<file path="src/rtl/wic_pkg.sv">
package wic_pkg;
  localparam int NSRC = 3;
  localparam int SRC_TO = 0;
  localparam int SRC_LT = 1;
  localparam int SRC_WR = 2;
  localparam logic [2:0] A_RAW = 3'd0;
  localparam logic [2:0] A_MSK = 3'd1;
  localparam logic [2:0] A_ENS = 3'd2;
  localparam logic [2:0] A_ENC = 3'd3;
  localparam logic [2:0] A_MAX = 3'd4;
endpackage

</file>
<file path="src/rtl/wic_sync.sv">
module wic_sync #(
  parameter int STAGES = 2,
  parameter logic RST_VAL = 1'b1
) (
  input  logic clk,
  input  logic rst,
  input  logic pin,
  output logic level,
  output logic rise
);
  logic [STAGES-1:0] chain;
  logic              prev;

  always_ff @(posedge clk) begin
    if (rst) begin
      chain <= {STAGES{RST_VAL}};
      prev  <= RST_VAL;
    end else begin
      chain <= {chain[STAGES-2:0], pin};
      prev  <= chain[STAGES-1];
    end
  end

  assign level = chain[STAGES-1];
  assign rise  = chain[STAGES-1] & ~prev;

  // an edge lasts one cycle
  p_rise_single_r6: assert property (@(posedge clk) disable iff (rst)
    rise |=> !rise);
endmodule

</file>
<file path="src/rtl/wic_timeout.sv">
module wic_timeout #(
  parameter int CNT_W = 8
) (
  input  logic             clk,
  input  logic             rst,
  input  logic             active,
  input  logic             waiting,
  input  logic [CNT_W-1:0] max_cnt,
  output logic             evt
);
  logic [CNT_W-1:0] cnt;
  logic             done;

  always_ff @(posedge clk) begin
    if (rst) begin
      cnt  <= '0;
      done <= 1'b0;
      evt  <= 1'b0;
    end else begin
      evt <= 1'b0;
      if (!active) begin
        cnt  <= '0;
        done <= 1'b0;
      end else if (waiting && !done) begin
        if (cnt == max_cnt) begin
          evt  <= 1'b1;
          done <= 1'b1;
        end else begin
          cnt <= cnt + 1'b1;
        end
      end
    end
  end

  // one timeout per access
  p_timeout_once_r7: assert property (@(posedge clk) disable iff (rst)
    evt |=> !evt);
  // no timeout outside an access
  p_timeout_in_access_r7: assert property (@(posedge clk) disable iff (rst)
    evt |-> $past(active));
endmodule

</file>
<file path="src/rtl/wic_status.sv">
module wic_status
  import wic_pkg::*;
(
  input  logic            clk,
  input  logic            rst,
  input  logic [NSRC-1:0] evt,
  input  logic [NSRC-1:0] clr_raw,
  input  logic [NSRC-1:0] clr_msk,
  input  logic [NSRC-1:0] en_set,
  input  logic [NSRC-1:0] en_clr,
  output logic [NSRC-1:0] raw,
  output logic [NSRC-1:0] msk,
  output logic [NSRC-1:0] en,
  output logic            irq
);
  logic [NSRC-1:0] raw_d, msk_d, en_d;

  always_comb begin
    raw_d = (raw & ~(clr_raw | clr_msk)) | evt;
    msk_d = (msk & ~clr_msk) | (evt & en);
    en_d  = (en & ~en_clr) | en_set;
  end

  always_ff @(posedge clk) begin
    if (rst) begin
      raw <= '0;
      msk <= '0;
      en  <= '0;
      irq <= 1'b0;
    end else begin
      raw <= raw_d;
      msk <= msk_d;
      en  <= en_d;
      irq <= |(msk_d & ~msk);
    end
  end

  // a pulse only when a masked bit newly rose
  p_irq_edge_r9: assert property (@(posedge clk) disable iff (rst)
    irq |-> ((msk & ~$past(msk)) != '0));

  for (genvar i = 0; i < NSRC; i++) begin : g_chk
    // masked bit rises only when enabled
    p_mask_gate_r3: assert property (@(posedge clk) disable iff (rst)
      (msk[i] && !$past(msk[i])) |-> $past(en[i]));
    // raw captures every event
    p_raw_record_r2: assert property (@(posedge clk) disable iff (rst)
      evt[i] |=> raw[i]);
    // masked clear empties both words
    p_w1c_r4: assert property (@(posedge clk) disable iff (rst)
      (clr_msk[i] && !evt[i]) |=> (!msk[i] && !raw[i]));
    // event beats clear
    p_setwins_r11: assert property (@(posedge clk) disable iff (rst)
      (evt[i] && en[i]) |=> msk[i]);
  end
endmodule

</file>
<file path="src/rtl/waitirq_ctrl.sv">
module waitirq_ctrl
  import wic_pkg::*;
#(
  parameter int ADDR_W = 3,
  parameter int DATA_W = 32,
  parameter int CNT_W  = 8
) (
  input  logic              clk,
  input  logic              rst,
  input  logic              wait_n,
  input  logic              ext_active,
  input  logic              lt_strobe,
  input  logic              wr_en,
  input  logic              rd_en,
  input  logic [ADDR_W-1:0] addr,
  input  logic [DATA_W-1:0] wdata,
  output logic [DATA_W-1:0] rdata,
  output logic              irq
);
  localparam int PAD_S = DATA_W - NSRC;
  localparam int PAD_C = DATA_W - CNT_W;

  logic            pin_lvl, pin_rise, to_evt;
  logic [CNT_W-1:0] max_q;
  logic [NSRC-1:0] evt, raw, msk, en;
  logic [NSRC-1:0] clr_raw, clr_msk, en_set, en_clr;
  logic [2:0]      a3;

  assign a3 = 3'(addr);

  wic_sync #(.STAGES(2), .RST_VAL(1'b1)) u_sync (
    .clk(clk), .rst(rst), .pin(wait_n), .level(pin_lvl), .rise(pin_rise)
  );

  wic_timeout #(.CNT_W(CNT_W)) u_to (
    .clk(clk), .rst(rst), .active(ext_active), .waiting(~pin_lvl),
    .max_cnt(max_q), .evt(to_evt)
  );

  always_comb begin
    evt         = '0;
    evt[SRC_TO] = to_evt;
    evt[SRC_LT] = lt_strobe;
    evt[SRC_WR] = pin_rise;
    clr_raw = (wr_en && a3 == A_RAW) ? wdata[NSRC-1:0] : '0;
    clr_msk = (wr_en && a3 == A_MSK) ? wdata[NSRC-1:0] : '0;
    en_set  = (wr_en && a3 == A_ENS) ? wdata[NSRC-1:0] : '0;
    en_clr  = (wr_en && a3 == A_ENC) ? wdata[NSRC-1:0] : '0;
  end

  wic_status u_stat (
    .clk(clk), .rst(rst), .evt(evt), .clr_raw(clr_raw), .clr_msk(clr_msk),
    .en_set(en_set), .en_clr(en_clr), .raw(raw), .msk(msk), .en(en), .irq(irq)
  );

  always_ff @(posedge clk) begin
    if (rst) begin
      max_q <= '0;
    end else if (wr_en && a3 == A_MAX) begin
      max_q <= wdata[CNT_W-1:0];
    end
  end

  always_ff @(posedge clk) begin
    if (rst) begin
      rdata <= '0;
    end else if (rd_en) begin
      case (a3)
        A_RAW:        rdata <= {{PAD_S{1'b0}}, raw};
        A_MSK:        rdata <= {{PAD_S{1'b0}}, msk};
        A_ENS, A_ENC: rdata <= {{PAD_S{1'b0}}, en};
        A_MAX:        rdata <= {{PAD_C{1'b0}}, max_q};
        default:      rdata <= '0;
      endcase
    end
  end

  // upper status bits always read zero
  p_status_upper_zero_r1: assert property (@(posedge clk) disable iff (rst)
    $past(rd_en && a3 <= A_ENC) |-> (rdata[DATA_W-1:NSRC] == '0));
endmodule

</file>
<file path="config.mk">
export PLATFORM = sky130hd
export DESIGN_NAME = waitirq_ctrl
export DESIGN_NICKNAME = d
export VERILOG_FILES = /design/src/rtl/wic_pkg.sv /design/src/rtl/wic_sync.sv /design/src/rtl/wic_timeout.sv /design/src/rtl/wic_status.sv /design/src/rtl/waitirq_ctrl.sv
export SDC_FILE = /design/constraint.sdc
export NUM_CORES = 1
export LEC_CHECK = 0
export BUFFER_PORTS_ARGS = -buffer_cell sky130_fd_sc_hd__buf_2
export CELL_PAD_IN_SITES_DETAIL_PLACEMENT = 0
export CELL_PAD_IN_SITES_GLOBAL_PLACEMENT = 2
export CORE_UTILIZATION = 30
export DETAILED_ROUTE_END_ITERATION = 16
export GPL_ROUTABILITY_DRIVEN = 0
export PLACE_DENSITY_LB_ADDON = 0.2
export SETUP_SLACK_MARGIN = 0.02
export SLEW_MARGIN = 15
export SYNTH_ARGS = -nofsm -noshare
export SYNTH_HDL_FRONTEND = slang
export SYNTH_HIERARCHICAL = 1
export SYNTH_SLANG_ARGS = --single-unit
</file>
<file path="constraint.sdc">
create_clock -name clk -period 4.2 [get_ports clk]
set_input_delay 0.42 -clock clk [delete_from_list [all_inputs] [get_ports clk]]
set_output_delay 0.42 -clock clk [all_outputs]
set_load 0.01 [all_outputs]
</file>
==> impl_metrics.py <==
metrics = {
    "setup_path": {
        "worstRegToRegCells": 4,
        "timing.critical_path.from_type": "flip-flop",
        "slowest_delay_ns": 0.94,
        "critical_path.n_buffers_inverters": 0,
        "path_max_fanout": 13,
        "crit_path_end_kind": "flip-flop",
        "path_delay_family": "simple AND/OR/NAND/NOR gates",
        "setup.worst_path.class": "reg -> reg",
        "endpoint_of_the_most_critical_register_to_register_path": "u_to/cnt[7]",
        "r2r_start": "u_to/cnt[4]",
        "timing.critical_path.required_ns": 4.37,
        "cell_chain_critical_path": "xor2_1 -> nor4_2 -> a2111oi_1 -> mux2i_1",
        "setup.reg_to_reg.worst_slack_ns": 2.18,
        "slowest_stage": "nor4_2",
        "worst-endpoint-arrival_ns": 2.19,
    },
    "pwr": {
        "p_total_mw": 0.705,
        "cellPowerDensity_nw_per_um2": 308,
        "ir_worst_vdd_mv": 0.124,
        "power_leakage_nw": 0.905,
    },
    "routing": {
        "routed_wire_length_per_instance_um": 11.7,
        "routed_via_density": 4.29,
        "wl_um": 4210,
        "num_vias": 1548,
        "drc": 0,
        "postRouteAntennaNets": 0,
        "drt_iter0_drc": 55,
        "detail_route.first_pass.iterations": 4,
    },
    "die": {
        "cell_row_count": 30,
        "floorplan.die_area_um2": 7370,
        "start_util": 0.310,
        "core-area_um2": 6790,
        "die_x_um": 85.8,
        "top_level_ports": 75,
        "chipHeight_um": 85.8,
    },
    "logic_synthesis": {
        "netlist_instances": 242,
        "synth-warning-count": 6,
        "syn_area_um2": 2110,
        "synth_top_area_frac": 0.370,
        "synth_top_flop_cell": "dfxtp_1",
        "netlist_top_cells_area": "dfxtp_1, buf_4, mux2i_1",
        "postSynthRegisterBits": 39,
        "yosys.area.top_type": "dfxtp_1",
        "syn_avg_cell_area_um2": 8.71,
        "ys_seq_area_frac": 0.370,
        "synth.distinct_cells": 40,
        "synth_edf_count": 0,
        "synth-async-reset-ratio": 0,
    },
    "clock_tree": {
        "cts.path.max_buffers": 2,
        "cts.hold.buffers_added": 0,
        "sink_count_of_the_clock_tree": 39,
        "clk_pin_slew_worst_paths_ns": 0.08,
        "clk_lat_worst_skew_ns": 0.29,
        "cts.root.buffer_cell": "clkbuf_8",
        "cts-htree-levels": 2,
        "number_of_buffers_inserted_during_clock_tree_synthesis": 5,
        "cts_setup_buffers": 0,
        "tritoncts_clock_tree": "yes",
        "cts_resized": 0,
    },
    "layout": {
        "mostFrequentLayoutCell": "dfxtp_1",
        "final_layout_size_suffix_gt1_frac": 0.189,
        "final-seq-area_um2": 781,
        "area_of_combinational_cells_with_multiple_inputs_um2": 1140,
        "design.final.nets": 307,
        "area_growth_synth_to_finish_pct": 8.78,
        "instances_no_fill": 361,
        "postLayoutCellArea_um2": 2290,
        "insertedDiodeCount": 0,
        "fillCellCount": 733,
        "leading_cell_types_in_the_layout_fill_and_taps_excluded": "dfxtp_1, nor2_1, buf_2, conb_1, nand2_1",
        "layout.core_utilization": 0.338,
    },
    "worst_hold_path": {
        "hold_path_startpoint": "wait_n",
        "worstHoldPathType": "in -> reg",
        "min_to": "u_sync/chain[0]",
        "hold_path_depth": 2,
    },
    "placed_design": {
        "placed_cells": 353,
        "placement.cell_area_um2": 2200,
        "placement.setup.worst_slack_ns": 2.17,
        "buffer_ports.inserted": 26,
        "place.detailed.hpwl_um": 3070,
    },
    "grt": {
        "pin_count_of_the_biggest_net_entering_global_routing": 34,
        "grt_usage": 0.121,
        "first_pass_grt_wire_length_um": 6890,
        "global_route.overflow_total": 0,
        "first_global_vias": 1432,
        "grt_antenna_before_repair": 0,
    },
    "status": {
        "run_status": "finished clean",
    },
    "timing": {
        "worst_hold_slack_ns": 0.306,
        "final.min_clock_period_ns": 2.02,
        "maxClockFrequency_mhz": 495,
        "timing_worst_slew_pin_value_ns": 1.11,
        "setup_slack_ns": 2.18,
        "rsz0062_at_grt": "false",
        "final_hold_violation_count": 0,
        "finClkSkew_ns": 0.00701,
        "slew_viol_final": 0,
        "min_period_over_period": 0.481,
        "max-slew-margin-rel": 0.254,
        "setup_viol_count_final": 0,
        "final.setup.tns_ns": 0,
    },
    "job": {
        "maxCapViolCount": 0,
    },
}
worst reg2reg max path, delay by kind of cell, from the launching register on:
family / cells / cell delay, ns
AO/OA/AOI/OAI: 1 / 0.24
XOR/XNOR: 1 / 0.18
flip-flops: 1 / 0.37
multiplexers: 1 / 0.17
AND/OR/NAND/NOR: 1 / 0.94
kinds of logic (layout without fill, tap and decap cells):
group / after synthesis / in the layout / synth area share
buf+inv: 42 / 42 / 0.130
other cells: 1 / 24 / 0.00178
simple gates: 97 / 97 / 0.259
flops: 39 / 39 / 0.370
xor+xnor: 8 / 8 / 0.0332
fa+ha+maj: 1 / 1 / 0.00593
mux: 15 / 15 / 0.0724
compound gates: 39 / 39 / 0.127
cell usage after synthesis (3+ instances only):
master	count
inv_1	7
or2_1	3
dfxtp_1	39
buf_2	3
nor2_1	28
nand2_1	19
or3b_1	3
a31oi_1	3
a21oi_1	17
nand2b_1	14
a2111o_1	4
mux2i_1	13
xor2_1	8
clkbuf_1	3
nor2b_1	11
o21ai_1	4
buf_4	26
a21oi_2	4
routing by layer:
| layer | routed length [µm] | track usage | vias up |
|---|---|---|---|
| met3 | 123 | 0.0289 | 2 |
| met5 | 0 | 0 | - |
| li1 | - | - | 815 |
| met1 | 2220 | 0.163 | 704 |
| met4 | 31 | 0.0500 | 0 |
| met2 | 1840 | 0.187 | 27 |
power breakdown:
part	internal, mW	leakage (nW)	total, mW	switching [mW]
Clock	0.116	0.0402	0.257	0.141
Combinational	0.0229	0.549	0.0687	0.0458
Sequential	0.376	0.316	0.380	0.00424
area by class of cell:
type | count | area share
multi-input combinational | 184 | 0.497
sequential | 39 | 0.340
timing repair buffer | 27 | 0.0600
tap | 96 | 0.0524
clock buffer | 5 | 0.0300
inverter | 7 | 0.0115
clock inverter | 3 | 0.00873
state kept, by name, indices dropped and copies added (netlist names):
| name | count |
|---|---|
| max_q | 8 |
| rdata | 8 |
| u_stat/en | 3 |
| u_stat/irq | 1 |
| u_stat/msk | 3 |
| u_stat/raw | 3 |
| u_sync/chain | 2 |
| u_sync/prev | 1 |
| u_to/cnt | 8 |
| u_to/done | 1 |
| u_to/evt | 1 |
how the worst max path moves through the flow:
| stage | end | depth (start not counted) | slack, ns | from |
|---|---|---|---|---|
| after floorplan | u_stat/raw[2] | 6 | 2.78 | addr[1] |
| after global placement | u_to/cnt[7] | 4 | 2.14 | u_to/cnt[4] |
| after detailed placement | u_to/cnt[7] | 4 | 2.17 | u_to/cnt[4] |
| after CTS | u_to/cnt[7] | 4 | 2.16 | u_to/cnt[4] |
| after global routing | u_to/cnt[7] | 4 | 1.99 | u_to/cnt[4] |
| final | u_to/cnt[7] | 4 | 2.18 | u_to/cnt[4] |
Note: power is estimated with default switching activity, not from simulation.
